$ cat config.mk
export PLATFORM = sky130hd
export DESIGN_NAME = dma4_ctrl
export DESIGN_NICKNAME = d
export VERILOG_FILES = /design/src/rtl/dma4_pkg.sv /design/src/rtl/dma4_channel.sv /design/src/rtl/dma4_arbiter.sv /design/src/rtl/dma4_engine.sv /design/src/rtl/dma4_ctrl.sv
export SDC_FILE = /design/constraint.sdc
export NUM_CORES = 2
export LEC_CHECK = 0
export ABC_AREA = 1
export BUFFER_PORTS_ARGS = -buffer_cell sky130_fd_sc_hd__buf_2
export CAP_MARGIN = 20
export CORE_MARGIN = 2
export CORE_UTILIZATION = 58
export CTS_CLUSTER_SIZE = 8
export DETAILED_ROUTE_END_ITERATION = 16
export GPL_TIMING_DRIVEN = 0
export PLACE_DENSITY = 0.78
export SYNTH_ARGS = -nofsm -noshare
export SYNTH_HDL_FRONTEND = slang
export SYNTH_SLANG_ARGS = --single-unit
$ cat constraint.sdc
create_clock -name clk -period 2.4 [get_ports clk]
set_input_delay 0.12 -clock clk [delete_from_list [all_inputs] [get_ports clk]]
set_output_delay 0.12 -clock clk [all_outputs]
set_load 0.02 [all_outputs]
$ cat src/rtl/dma4_pkg.sv
package dma4_pkg;

    typedef enum logic [1:0] {
        STEP_INC        = 2'd0,
        STEP_DEC        = 2'd1,
        STEP_FIXED      = 2'd2,
        STEP_INC_RELOAD = 2'd3
    } step_mode_e;

    typedef enum logic [1:0] {
        START_NOW     = 2'd0,
        START_VBLANK  = 2'd1,
        START_HBLANK  = 2'd2,
        START_SPECIAL = 2'd3
    } start_mode_e;

    typedef struct packed {
        logic        enable;
        logic [5:0]  spare;
        logic        irq_en;
        start_mode_e start;
        logic        word;
        logic        repeat_en;
        step_mode_e  src_mode;
        step_mode_e  dst_mode;
    } chan_ctrl_t;

    typedef enum logic [1:0] {
        ENG_IDLE   = 2'd0,
        ENG_READ   = 2'd1,
        ENG_WRITE  = 2'd2,
        ENG_FINISH = 2'd3
    } eng_state_e;

    localparam logic [1:0] FLD_SRC  = 2'd0;
    localparam logic [1:0] FLD_DST  = 2'd1;
    localparam logic [1:0] FLD_CNT  = 2'd2;
    localparam logic [1:0] FLD_CTRL = 2'd3;

endpackage

$ cat src/rtl/dma4_channel.sv
module dma4_channel
    import dma4_pkg::*;
#(
    parameter int CH_ID  = 0,
    parameter int NUM_CH = 4,
    parameter int ADDR_W = 32,
    parameter int CNT_W  = 16
) (
    input  logic              clk,
    input  logic              rst_n,
    input  logic              wr_en,
    input  logic [1:0]        wr_fld,
    input  logic [ADDR_W-1:0] wr_data,
    input  logic              vblank,
    input  logic              hblank,
    input  logic              step,
    input  logic              finish,
    output chan_ctrl_t        ctrl_q,
    output logic [ADDR_W-1:0] src_reg,
    output logic [ADDR_W-1:0] dst_reg,
    output logic [CNT_W-1:0]  cnt_reg,
    output logic [ADDR_W-1:0] src_work,
    output logic [ADDR_W-1:0] dst_work,
    output logic              last_unit,
    output logic              pending,
    output logic              irq
);

    localparam int WCNT = CNT_W + 1;
    localparam logic [WCNT-1:0] MAX_SHORT = WCNT'(1) << (CNT_W - 2);
    localparam logic [WCNT-1:0] MAX_LONG  = WCNT'(1) << CNT_W;
    localparam logic [WCNT-1:0] ZERO_MAX  = (CH_ID == NUM_CH - 1) ? MAX_LONG : MAX_SHORT;

    logic [WCNT-1:0] cnt_work;
    chan_ctrl_t      new_ctrl;
    logic            ctrl_wr;
    logic            arm;
    logic            disarm;
    logic            blank_hit;
    logic [ADDR_W-1:0] src_delta;
    logic [ADDR_W-1:0] dst_delta;

    function automatic logic [WCNT-1:0] expand(input logic [CNT_W-1:0] c);
        return (c == '0) ? ZERO_MAX : {1'b0, c};
    endfunction

    function automatic logic [ADDR_W-1:0] align(input logic [ADDR_W-1:0] a, input logic word);
        return word ? (a & ~ADDR_W'(3)) : a;
    endfunction

    function automatic logic [ADDR_W-1:0] delta(input step_mode_e m, input logic word);
        logic [ADDR_W-1:0] sz;
        sz = word ? ADDR_W'(4) : ADDR_W'(2);
        unique case (m)
            STEP_INC, STEP_INC_RELOAD: return sz;
            STEP_DEC:                  return '0 - sz;
            default:                   return '0;
        endcase
    endfunction

    always_comb begin
        new_ctrl       = chan_ctrl_t'(wr_data[15:0]);
        new_ctrl.spare = '0;
    end

    assign ctrl_wr   = wr_en && (wr_fld == FLD_CTRL);
    assign arm       = ctrl_wr && new_ctrl.enable && !ctrl_q.enable;
    assign disarm    = ctrl_wr && !new_ctrl.enable;
    assign blank_hit = ctrl_q.enable &&
                       ((vblank && ctrl_q.start == START_VBLANK) ||
                        (hblank && ctrl_q.start == START_HBLANK));
    assign src_delta = delta(ctrl_q.src_mode, ctrl_q.word);
    assign dst_delta = delta(ctrl_q.dst_mode, ctrl_q.word);
    assign last_unit = (cnt_work == WCNT'(1));

    always_ff @(posedge clk or negedge rst_n) begin
        if (!rst_n) begin
            ctrl_q   <= '0;
            src_reg  <= '0;
            dst_reg  <= '0;
            cnt_reg  <= '0;
            src_work <= '0;
            dst_work <= '0;
            cnt_work <= '0;
            pending  <= 1'b0;
            irq      <= 1'b0;
        end else begin
            irq <= finish && ctrl_q.enable && ctrl_q.irq_en;
            if (step) begin
                src_work <= src_work + src_delta;
                dst_work <= dst_work + dst_delta;
                cnt_work <= cnt_work - WCNT'(1);
            end
            if (finish && ctrl_q.enable) begin
                if (ctrl_q.repeat_en) begin
                    cnt_work <= expand(cnt_reg);
                    if (ctrl_q.dst_mode == STEP_INC_RELOAD) begin
                        dst_work <= align(dst_reg, ctrl_q.word);
                    end
                    pending <= (ctrl_q.start == START_NOW);
                end else begin
                    ctrl_q.enable <= 1'b0;
                    pending       <= 1'b0;
                end
            end
            if (blank_hit) begin
                pending <= 1'b1;
            end
            if (wr_en) begin
                unique case (wr_fld)
                    FLD_SRC: src_reg <= wr_data & ~ADDR_W'(1);
                    FLD_DST: dst_reg <= wr_data & ~ADDR_W'(1);
                    FLD_CNT: cnt_reg <= wr_data[CNT_W-1:0];
                    default: ctrl_q  <= new_ctrl;
                endcase
            end
            if (arm) begin
                src_work <= align(src_reg, new_ctrl.word);
                dst_work <= align(dst_reg, new_ctrl.word);
                cnt_work <= expand(cnt_reg);
                pending  <= (new_ctrl.start == START_NOW);
            end
            if (disarm) begin
                pending <= 1'b0;
            end
        end
    end


    pending_needs_enable_chk: assert property (@(posedge clk) disable iff (!rst_n)
        pending |-> ctrl_q.enable)
        else $error("pending channel %0d is not enabled", CH_ID);


    done_clears_enable_chk: assert property (@(posedge clk) disable iff (!rst_n)
        (finish && ctrl_q.enable && !ctrl_q.repeat_en && !ctrl_wr) |=> !ctrl_q.enable)
        else $error("channel %0d stayed enabled after a single run", CH_ID);

endmodule

$ cat src/rtl/dma4_arbiter.sv
module dma4_arbiter #(
    parameter int NUM_CH = 4,
    localparam int IDX_W = (NUM_CH > 1) ? $clog2(NUM_CH) : 1
) (
    input  logic [NUM_CH-1:0] pending,
    output logic              any,
    output logic [IDX_W-1:0]  pick
);

    always_comb begin
        any  = 1'b0;
        pick = '0;
        for (int i = NUM_CH - 1; i >= 0; i--) begin
            if (pending[i]) begin
                any  = 1'b1;
                pick = IDX_W'(i);
            end
        end
    end

endmodule

$ cat src/rtl/dma4_engine.sv
module dma4_engine
    import dma4_pkg::*;
#(
    parameter int NUM_CH = 4,
    parameter int ADDR_W = 32,
    parameter int DATA_W = 32,
    localparam int IDX_W = (NUM_CH > 1) ? $clog2(NUM_CH) : 1
) (
    input  logic              clk,
    input  logic              rst_n,
    input  logic              any_pend,
    input  logic [IDX_W-1:0]  pick,
    input  logic [ADDR_W-1:0] cur_src,
    input  logic [ADDR_W-1:0] cur_dst,
    input  logic              cur_word,
    input  logic              cur_last,
    input  logic              mem_ready,
    input  logic [DATA_W-1:0] mem_rdata,
    output logic [IDX_W-1:0]  sel,
    output logic              step,
    output logic              finish,
    output logic              mem_req,
    output logic              mem_we,
    output logic              mem_word,
    output logic [ADDR_W-1:0] mem_addr,
    output logic [DATA_W-1:0] mem_wdata
);

    eng_state_e        state_q, state_d;
    logic [DATA_W-1:0] data_q;

    always_comb begin
        state_d = state_q;
        unique case (state_q)
            ENG_IDLE:   if (any_pend)  state_d = ENG_READ;
            ENG_READ:   if (mem_ready) state_d = ENG_WRITE;
            ENG_WRITE:  if (mem_ready) state_d = cur_last ? ENG_FINISH : ENG_IDLE;
            ENG_FINISH: state_d = ENG_IDLE;
            default:    state_d = ENG_IDLE;
        endcase
    end

    always_ff @(posedge clk or negedge rst_n) begin
        if (!rst_n) begin
            state_q <= ENG_IDLE;
            sel     <= '0;
            data_q  <= '0;
        end else begin
            state_q <= state_d;
            if (state_q == ENG_IDLE && any_pend) sel <= pick;
            if (state_q == ENG_READ && mem_ready) data_q <= mem_rdata;
        end
    end

    always_comb begin
        mem_req   = 1'b0;
        mem_we    = 1'b0;
        mem_addr  = cur_dst;
        step      = 1'b0;
        finish    = 1'b0;
        unique case (state_q)
            ENG_READ: begin
                mem_req  = 1'b1;
                mem_addr = cur_src;
            end
            ENG_WRITE: begin
                mem_req = 1'b1;
                mem_we  = 1'b1;
                step    = mem_ready;
            end
            ENG_FINISH: finish = 1'b1;
            default: ;
        endcase
        mem_word  = cur_word;
        mem_wdata = data_q;
    end


    write_follows_read_chk: assert property (@(posedge clk) disable iff (!rst_n)
        $rose(mem_we) |-> $past(mem_req && !mem_we && mem_ready))
        else $error("write issued without a completed read");


    hold_while_stalled_chk: assert property (@(posedge clk) disable iff (!rst_n)
        (mem_req && !mem_ready) |=> (mem_req && $stable(mem_addr) && $stable(mem_we)))
        else $error("access changed while stalled");

endmodule

$ cat src/rtl/dma4_ctrl.sv
module dma4_ctrl
    import dma4_pkg::*;
#(
    parameter int NUM_CH = 4,
    parameter int ADDR_W = 32,
    parameter int DATA_W = 32,
    parameter int CNT_W  = 16,
    localparam int IDX_W = (NUM_CH > 1) ? $clog2(NUM_CH) : 1,
    localparam int RA_W  = IDX_W + 2
) (
    input  logic              clk,
    input  logic              rst_n,
    input  logic              reg_we,
    input  logic [RA_W-1:0]   reg_addr,
    input  logic [ADDR_W-1:0] reg_wdata,
    output logic [ADDR_W-1:0] reg_rdata,
    input  logic              vblank_start,
    input  logic              hblank_start,
    output logic              mem_req,
    output logic              mem_we,
    output logic              mem_word,
    output logic [ADDR_W-1:0] mem_addr,
    output logic [DATA_W-1:0] mem_wdata,
    input  logic [DATA_W-1:0] mem_rdata,
    input  logic              mem_ready,
    output logic [NUM_CH-1:0] irq
);

    chan_ctrl_t        ctrl_a  [NUM_CH];
    logic [ADDR_W-1:0] srcr_a  [NUM_CH];
    logic [ADDR_W-1:0] dstr_a  [NUM_CH];
    logic [CNT_W-1:0]  cntr_a  [NUM_CH];
    logic [ADDR_W-1:0] srcw_a  [NUM_CH];
    logic [ADDR_W-1:0] dstw_a  [NUM_CH];
    logic [NUM_CH-1:0] last_v;
    logic [NUM_CH-1:0] pend_v;
    logic [IDX_W-1:0]  sel;
    logic [IDX_W-1:0]  pick;
    logic              any_pend;
    logic              step;
    logic              finish;
    logic [IDX_W-1:0]  rd_ch;

    assign rd_ch = reg_addr[RA_W-1:2];

    for (genvar g = 0; g < NUM_CH; g++) begin : g_ch
        dma4_channel #(
            .CH_ID (g),
            .NUM_CH(NUM_CH),
            .ADDR_W(ADDR_W),
            .CNT_W (CNT_W)
        ) u_ch (
            .clk      (clk),
            .rst_n    (rst_n),
            .wr_en    (reg_we && (rd_ch == IDX_W'(g))),
            .wr_fld   (reg_addr[1:0]),
            .wr_data  (reg_wdata),
            .vblank   (vblank_start),
            .hblank   (hblank_start),
            .step     (step && (sel == IDX_W'(g))),
            .finish   (finish && (sel == IDX_W'(g))),
            .ctrl_q   (ctrl_a[g]),
            .src_reg  (srcr_a[g]),
            .dst_reg  (dstr_a[g]),
            .cnt_reg  (cntr_a[g]),
            .src_work (srcw_a[g]),
            .dst_work (dstw_a[g]),
            .last_unit(last_v[g]),
            .pending  (pend_v[g]),
            .irq      (irq[g])
        );
    end

    dma4_arbiter #(.NUM_CH(NUM_CH)) u_arb (
        .pending(pend_v),
        .any    (any_pend),
        .pick   (pick)
    );

    dma4_engine #(
        .NUM_CH(NUM_CH),
        .ADDR_W(ADDR_W),
        .DATA_W(DATA_W)
    ) u_eng (
        .clk      (clk),
        .rst_n    (rst_n),
        .any_pend (any_pend),
        .pick     (pick),
        .cur_src  (srcw_a[sel]),
        .cur_dst  (dstw_a[sel]),
        .cur_word (ctrl_a[sel].word),
        .cur_last (last_v[sel]),
        .mem_ready(mem_ready),
        .mem_rdata(mem_rdata),
        .sel      (sel),
        .step     (step),
        .finish   (finish),
        .mem_req  (mem_req),
        .mem_we   (mem_we),
        .mem_word (mem_word),
        .mem_addr (mem_addr),
        .mem_wdata(mem_wdata)
    );

    always_comb begin
        unique case (reg_addr[1:0])
            FLD_SRC: reg_rdata = srcr_a[rd_ch];
            FLD_DST: reg_rdata = dstr_a[rd_ch];
            FLD_CNT: reg_rdata = ADDR_W'(cntr_a[rd_ch]);
            default: reg_rdata = ADDR_W'(ctrl_a[rd_ch]);
        endcase
    end


    irq_single_cycle_chk: assert property (@(posedge clk) disable iff (!rst_n)
        (irq != '0) |=> (irq == '0))
        else $error("interrupt pulse longer than one cycle");


    irq_one_channel_chk: assert property (@(posedge clk) disable iff (!rst_n)
        $onehot0(irq))
        else $error("two channel interrupts at once");

endmodule

==> results of run 1 <==
[kinds of logic after synthesis]
kind of cell / count (synthesis) / share of synthesized area (%)
AND/OR/NAND/NOR: 3703 / 28.80
AO/OA/AOI/OAI: 1467 / 16.36
buffers and inverters: 1463 / 10.74
flip-flops: 712 / 34.26
adder cells (fa/ha/maj): 289 / 7.069
XOR/XNOR: 122 / 2.055
multiplexers: 33 / 0.7122
other: 1 / 0.007211
[metrics by stage]
stage | hold WS, ns | cells
4_1_cts | 0.002463 | 9610
3_5_place_dp | 0.1744 | 9139
3_3_place_gp | 0.3504 | 9130
2_1_floorplan | -0.1756 | 7790
[layer usage]
| layer | overflow | GRT usage [%] |
|---|---|---|
| met5 | 2 | 47.46 |
| met3 | 42 | 72.76 |
| met2 | 155 | 94.75 |
| met1 | 24 | 82.42 |
| met4 | 121 | 78.64 |
[timing repair]
item,in CTS
buffers inserted,295
gates cloned,13
hold buffers,56
endpoints found under the hold margin,214
pin swaps,449
endpoints found under the setup margin,405
gates resized for setup,1754
==> metrics.cfg, run 1 <==
[outcome]
status=stopped before the end
lastStage=5_1_grt
error=[ERROR GRT-0232] Routing congestion too high. Check the congestion heatmap in the GUI.

[synthesis]
synth_seq_area_share_pct=34.26
syn_area_per_cell_um2=6.676
synthArstFlopShare_pct=100.0
synthFlopType=dfrtp_1
synth_nets=8153
synth_area_um2=52000
synth_top_area_share_pct=34.26
ys.warnings.count=0
synth.most_common_cell=nand2_1
synth_top_area_cell=dfrtp_1
synth-seq-cells=712
synth_area_leaders=dfrtp_1, nand2_1, inv_1
synth_edf_count=0
synth_common_cells=nand2_1, inv_1, dfrtp_1, o21ai_0, nor2_1
syn_inst=7790
ys_types=56

[floorplanning]
initial_core_util_pct=58.66
die_h_um=303.4
io_pins=177
die_w_um=303.4
num_rows=109

[clock_network]
clock_path_buffers=3
clkSinkCount=712
cts_buffers=100
cts-root-buf=clkbuf_16
h-tree-depth=3

[placement]
globalplace.congestion=1.189
place_area_um2=54640
pre_cts_slack_ns=-1.395
io_buffers=175
dpl.hpwl_um=195100

[sta]
worst-ep-kind=register data pin
worst_endpoint=g_ch[0].u_ch.dst_work[20]$_DFF_PN0_/D

[global_routing]
grt_max_degree=120
grt.overflow.total=344
grt_use_total_pct=82.31

==> run 2: changes to the inputs <==
- CORE_UTILIZATION: 58 -> 40
- CTS_CLUSTER_SIZE: 8 -> not set
- PLACE_DENSITY: 0.78 -> not set
- PLACE_DENSITY_LB_ADDON: not set -> 0.15
- clock period: 2.4 -> 3.1 ns (I/O delays scaled with it)
==> run 2 against run 1 <==
Compared with the run above:
- the flow now finishes, with violations (negative setup slack)
- synthesized cell count stayed put
- synthesized area unchanged
==> metrics.cfg, run 2 <==
[run]
cap_viol_max_count=0

[sta]
tightest_slew_ns=1.248
period_share_pct=104.6
finalSetupViolations=23
slew_headroom_pct=16.81
fmax_ghz=0.3084
final-max-slew-violation-count=0
grt_setup_unrepaired=yes
fin_skew_ns=0.02942
whs_ns=0.02931
period_minus_slack_ns=3.243
fin_ws_ns=-0.1429
setup_tns_ns=-0.9539
hold_viol=0

[floorplanning]
num_rows=132
initial_core_util_pct=40.21
core_um2=129300
io_pins=177
die_h_um=364.6
die_w_um=364.6
die_area_um2=132900

[synthesis]
syn_inst=7790
synth_common_cells=nand2_1, inv_1, dfrtp_1, o21ai_0, nor2_1
syn_area_per_cell_um2=6.676
synth_area_leaders=dfrtp_1, nand2_1, inv_1
ys_types=56
ys.warnings.count=0
synthFlopType=dfrtp_1
synth_top_area_share_pct=34.26
synth_seq_area_share_pct=34.26
synth_top_area_cell=dfrtp_1
synthArstFlopShare_pct=100.0
synth-seq-cells=712
synth_nets=8153
synth_edf_count=0
synth.most_common_cell=nand2_1
synth_area_um2=52000

[worst_hold_path]
hold-path-cell-count=3
hold_path_class=input pin to register
hold_path.startpoint=reg_wdata[27]
hold_end=g_ch[1].u_ch.dst_reg[27]

[clock_network]
h-tree-depth=3
cts-root-buf=clkbuf_16
clock_path_buffers=3
cts_buffers=85
clkSinkCount=712
cts_tree=built
clk_pin_slew_worst_paths_ns=0.06
worstSkewPairLatency_ns=0.72

[power]
ir_drop_v=0.0005398
p_leak_nw=30.96
p_sw_w=0.02953
power_w=0.05750
seqPwrFrac_pct=28.0
power_density_nw_per_um2=959.1
swShare_pct=51.35
p_comb_share_pct=54.1
power.internal_w=0.02797
pwr-share-clk_pct=17.9

[layout]
finalNonFillerCells=9963
final_cell_mix=nand2_1, inv_1, dfrtp_1
drive_above_1_share_pct=7.927
fin_nets=8508
area_delta_synth_final_pct=15.27
final_common_cell=nand2_1

[critical_path]
r2r_cells=9
worst_ep_required_time_ns=2.94
crit_fanout=10
endpoint_kind=output port
reg2reg_to=g_ch[1].u_ch.dst_work[12]
reg2reg_from=u_eng.state_q[0]
crit_start=reg_addr[2]
arrival_ns=3.09
critPathLaunchType=input pin
worstSetupPathType=input pin to output port
worst-r2r-setup-slack_ns=0.07

[placement]
place.detailed.instances=9731
io_buffers=175
globalplace.congestion=1.091
dpl.hpwl_um=207100

[routing]
dr.pass1.iters=6
finalWirelength_um=257000
detail-route-antenna-nets=0
drcViolationCount=0
vias=56610
vias_per_cell=5.682
met2_length_um=106200
wl_met1_um=103800
wl_met3_um=28260
routed.top_layer=met5
drt_iter0_drc=6767
wire_per_inst_um=25.79

[global_routing]
grt_use_total_pct=38.02
grt_max_degree=115
antenna_found_initial=18
grt.overflow.total=0
grt_pass1_vias=52500
grt_pass1_wl_um=363600

[outcome]
status=complete, but fails checks
violations=negative setup slack

-- run 2: cell counts after synthesis --
Identical to the previous run, type by type.
-- run 2: worst max-delay path by stage --
stage,end,slack [ns],depth (start not counted)
finish,reg_rdata[10],-0.14,8
global route,g_ch[1].u_ch.src_work[27],-0.03,17
CTS,mem_addr[17],-0.08,6
detailed placement,mem_addr[1],-0.87,7
global placement,g_ch[0].u_ch.dst_work[29],-14.38,1
floorplan,g_ch[3].u_ch.src_work[30],0.56,13
-- run 2: power by group through the flow --
stage               Combinational, W  Sequential, W  Clock (W)
finish                        0.0311         0.0161     0.0103
global route                  0.0340         0.0162     0.0106
CTS                           0.0299         0.0159     0.0103
detailed placement            0.0290         0.0160          0
global placement              0.0285         0.0160          0
floorplan                     0.0190         0.0144          0
-- run 2: cell type report --
class | instances | area [um^2]
inverters | 1212 | 4562
clock buffers | 123 | 2440
flip-flops and latches | 712 | 17820
clock inverters | 31 | 321.6
multi-input cells | 5615 | 29280
diodes | 9 | 22.52
repair buffers | 269 | 2096
plain buffers | 250 | 1226
well taps | 1742 | 2180
fillers | 13490 | 69370
-- run 2: cells by family after synthesis --
kind of cell,synth area share (%)
muxes,0.7122
other,0.007211
and+or+nand+nor,28.80
adders and majority gates,7.069
AOI/OAI and AO/OA,16.36
buffers and inverters,10.74
DFF,34.26
xor gates and xnor gates,2.055
-- run 2: per-layer routing --
layer | vias to the layer above | track usage (%)
li1 | 25980 | -
met1 | 26840 | 49.66
met2 | 3048 | 55.84
met3 | 738 | 10.15
met4 | 6 | 23.46
met5 | - | 0.3268
-- run 2: critical path, stage by stage --
cell and delay [ns]:
buf_2 0.18, nor2_4 0.49, clkinv_2 0.43, clkbuf_2 0.46, o22ai_1 0.45, o21ai_0 0.39, nand3_1 0.29, buf_2 0.20
-- run 2: repair_timing --
action,CTS,global route
endpoints found under the hold margin,204,0
setup endpoints to repair,192,181
gates resized for setup,183,81
hold buffers,55,0
setup buffers,2,11
pin swaps,6,10
-- run 2: per-stage QoR --
| stage | util, % | setup WS (ns) | cell area [um^2] |
|---|---|---|---|
| 5_1_grt | 46.34 | -0.02598 | 59930 |
| 3_5_place_dp | 42.98 | -0.8719 | 55580 |
| 6_report | 46.36 | -0.1429 | 59950 |
| 2_1_floorplan | - | 0.5591 | 52000 |
| 3_3_place_gp | 42.58 | -14.38 | 55060 |
| 4_1_cts | 46.04 | -0.07959 | 59530 |
(Power assumes the default switching activity.)
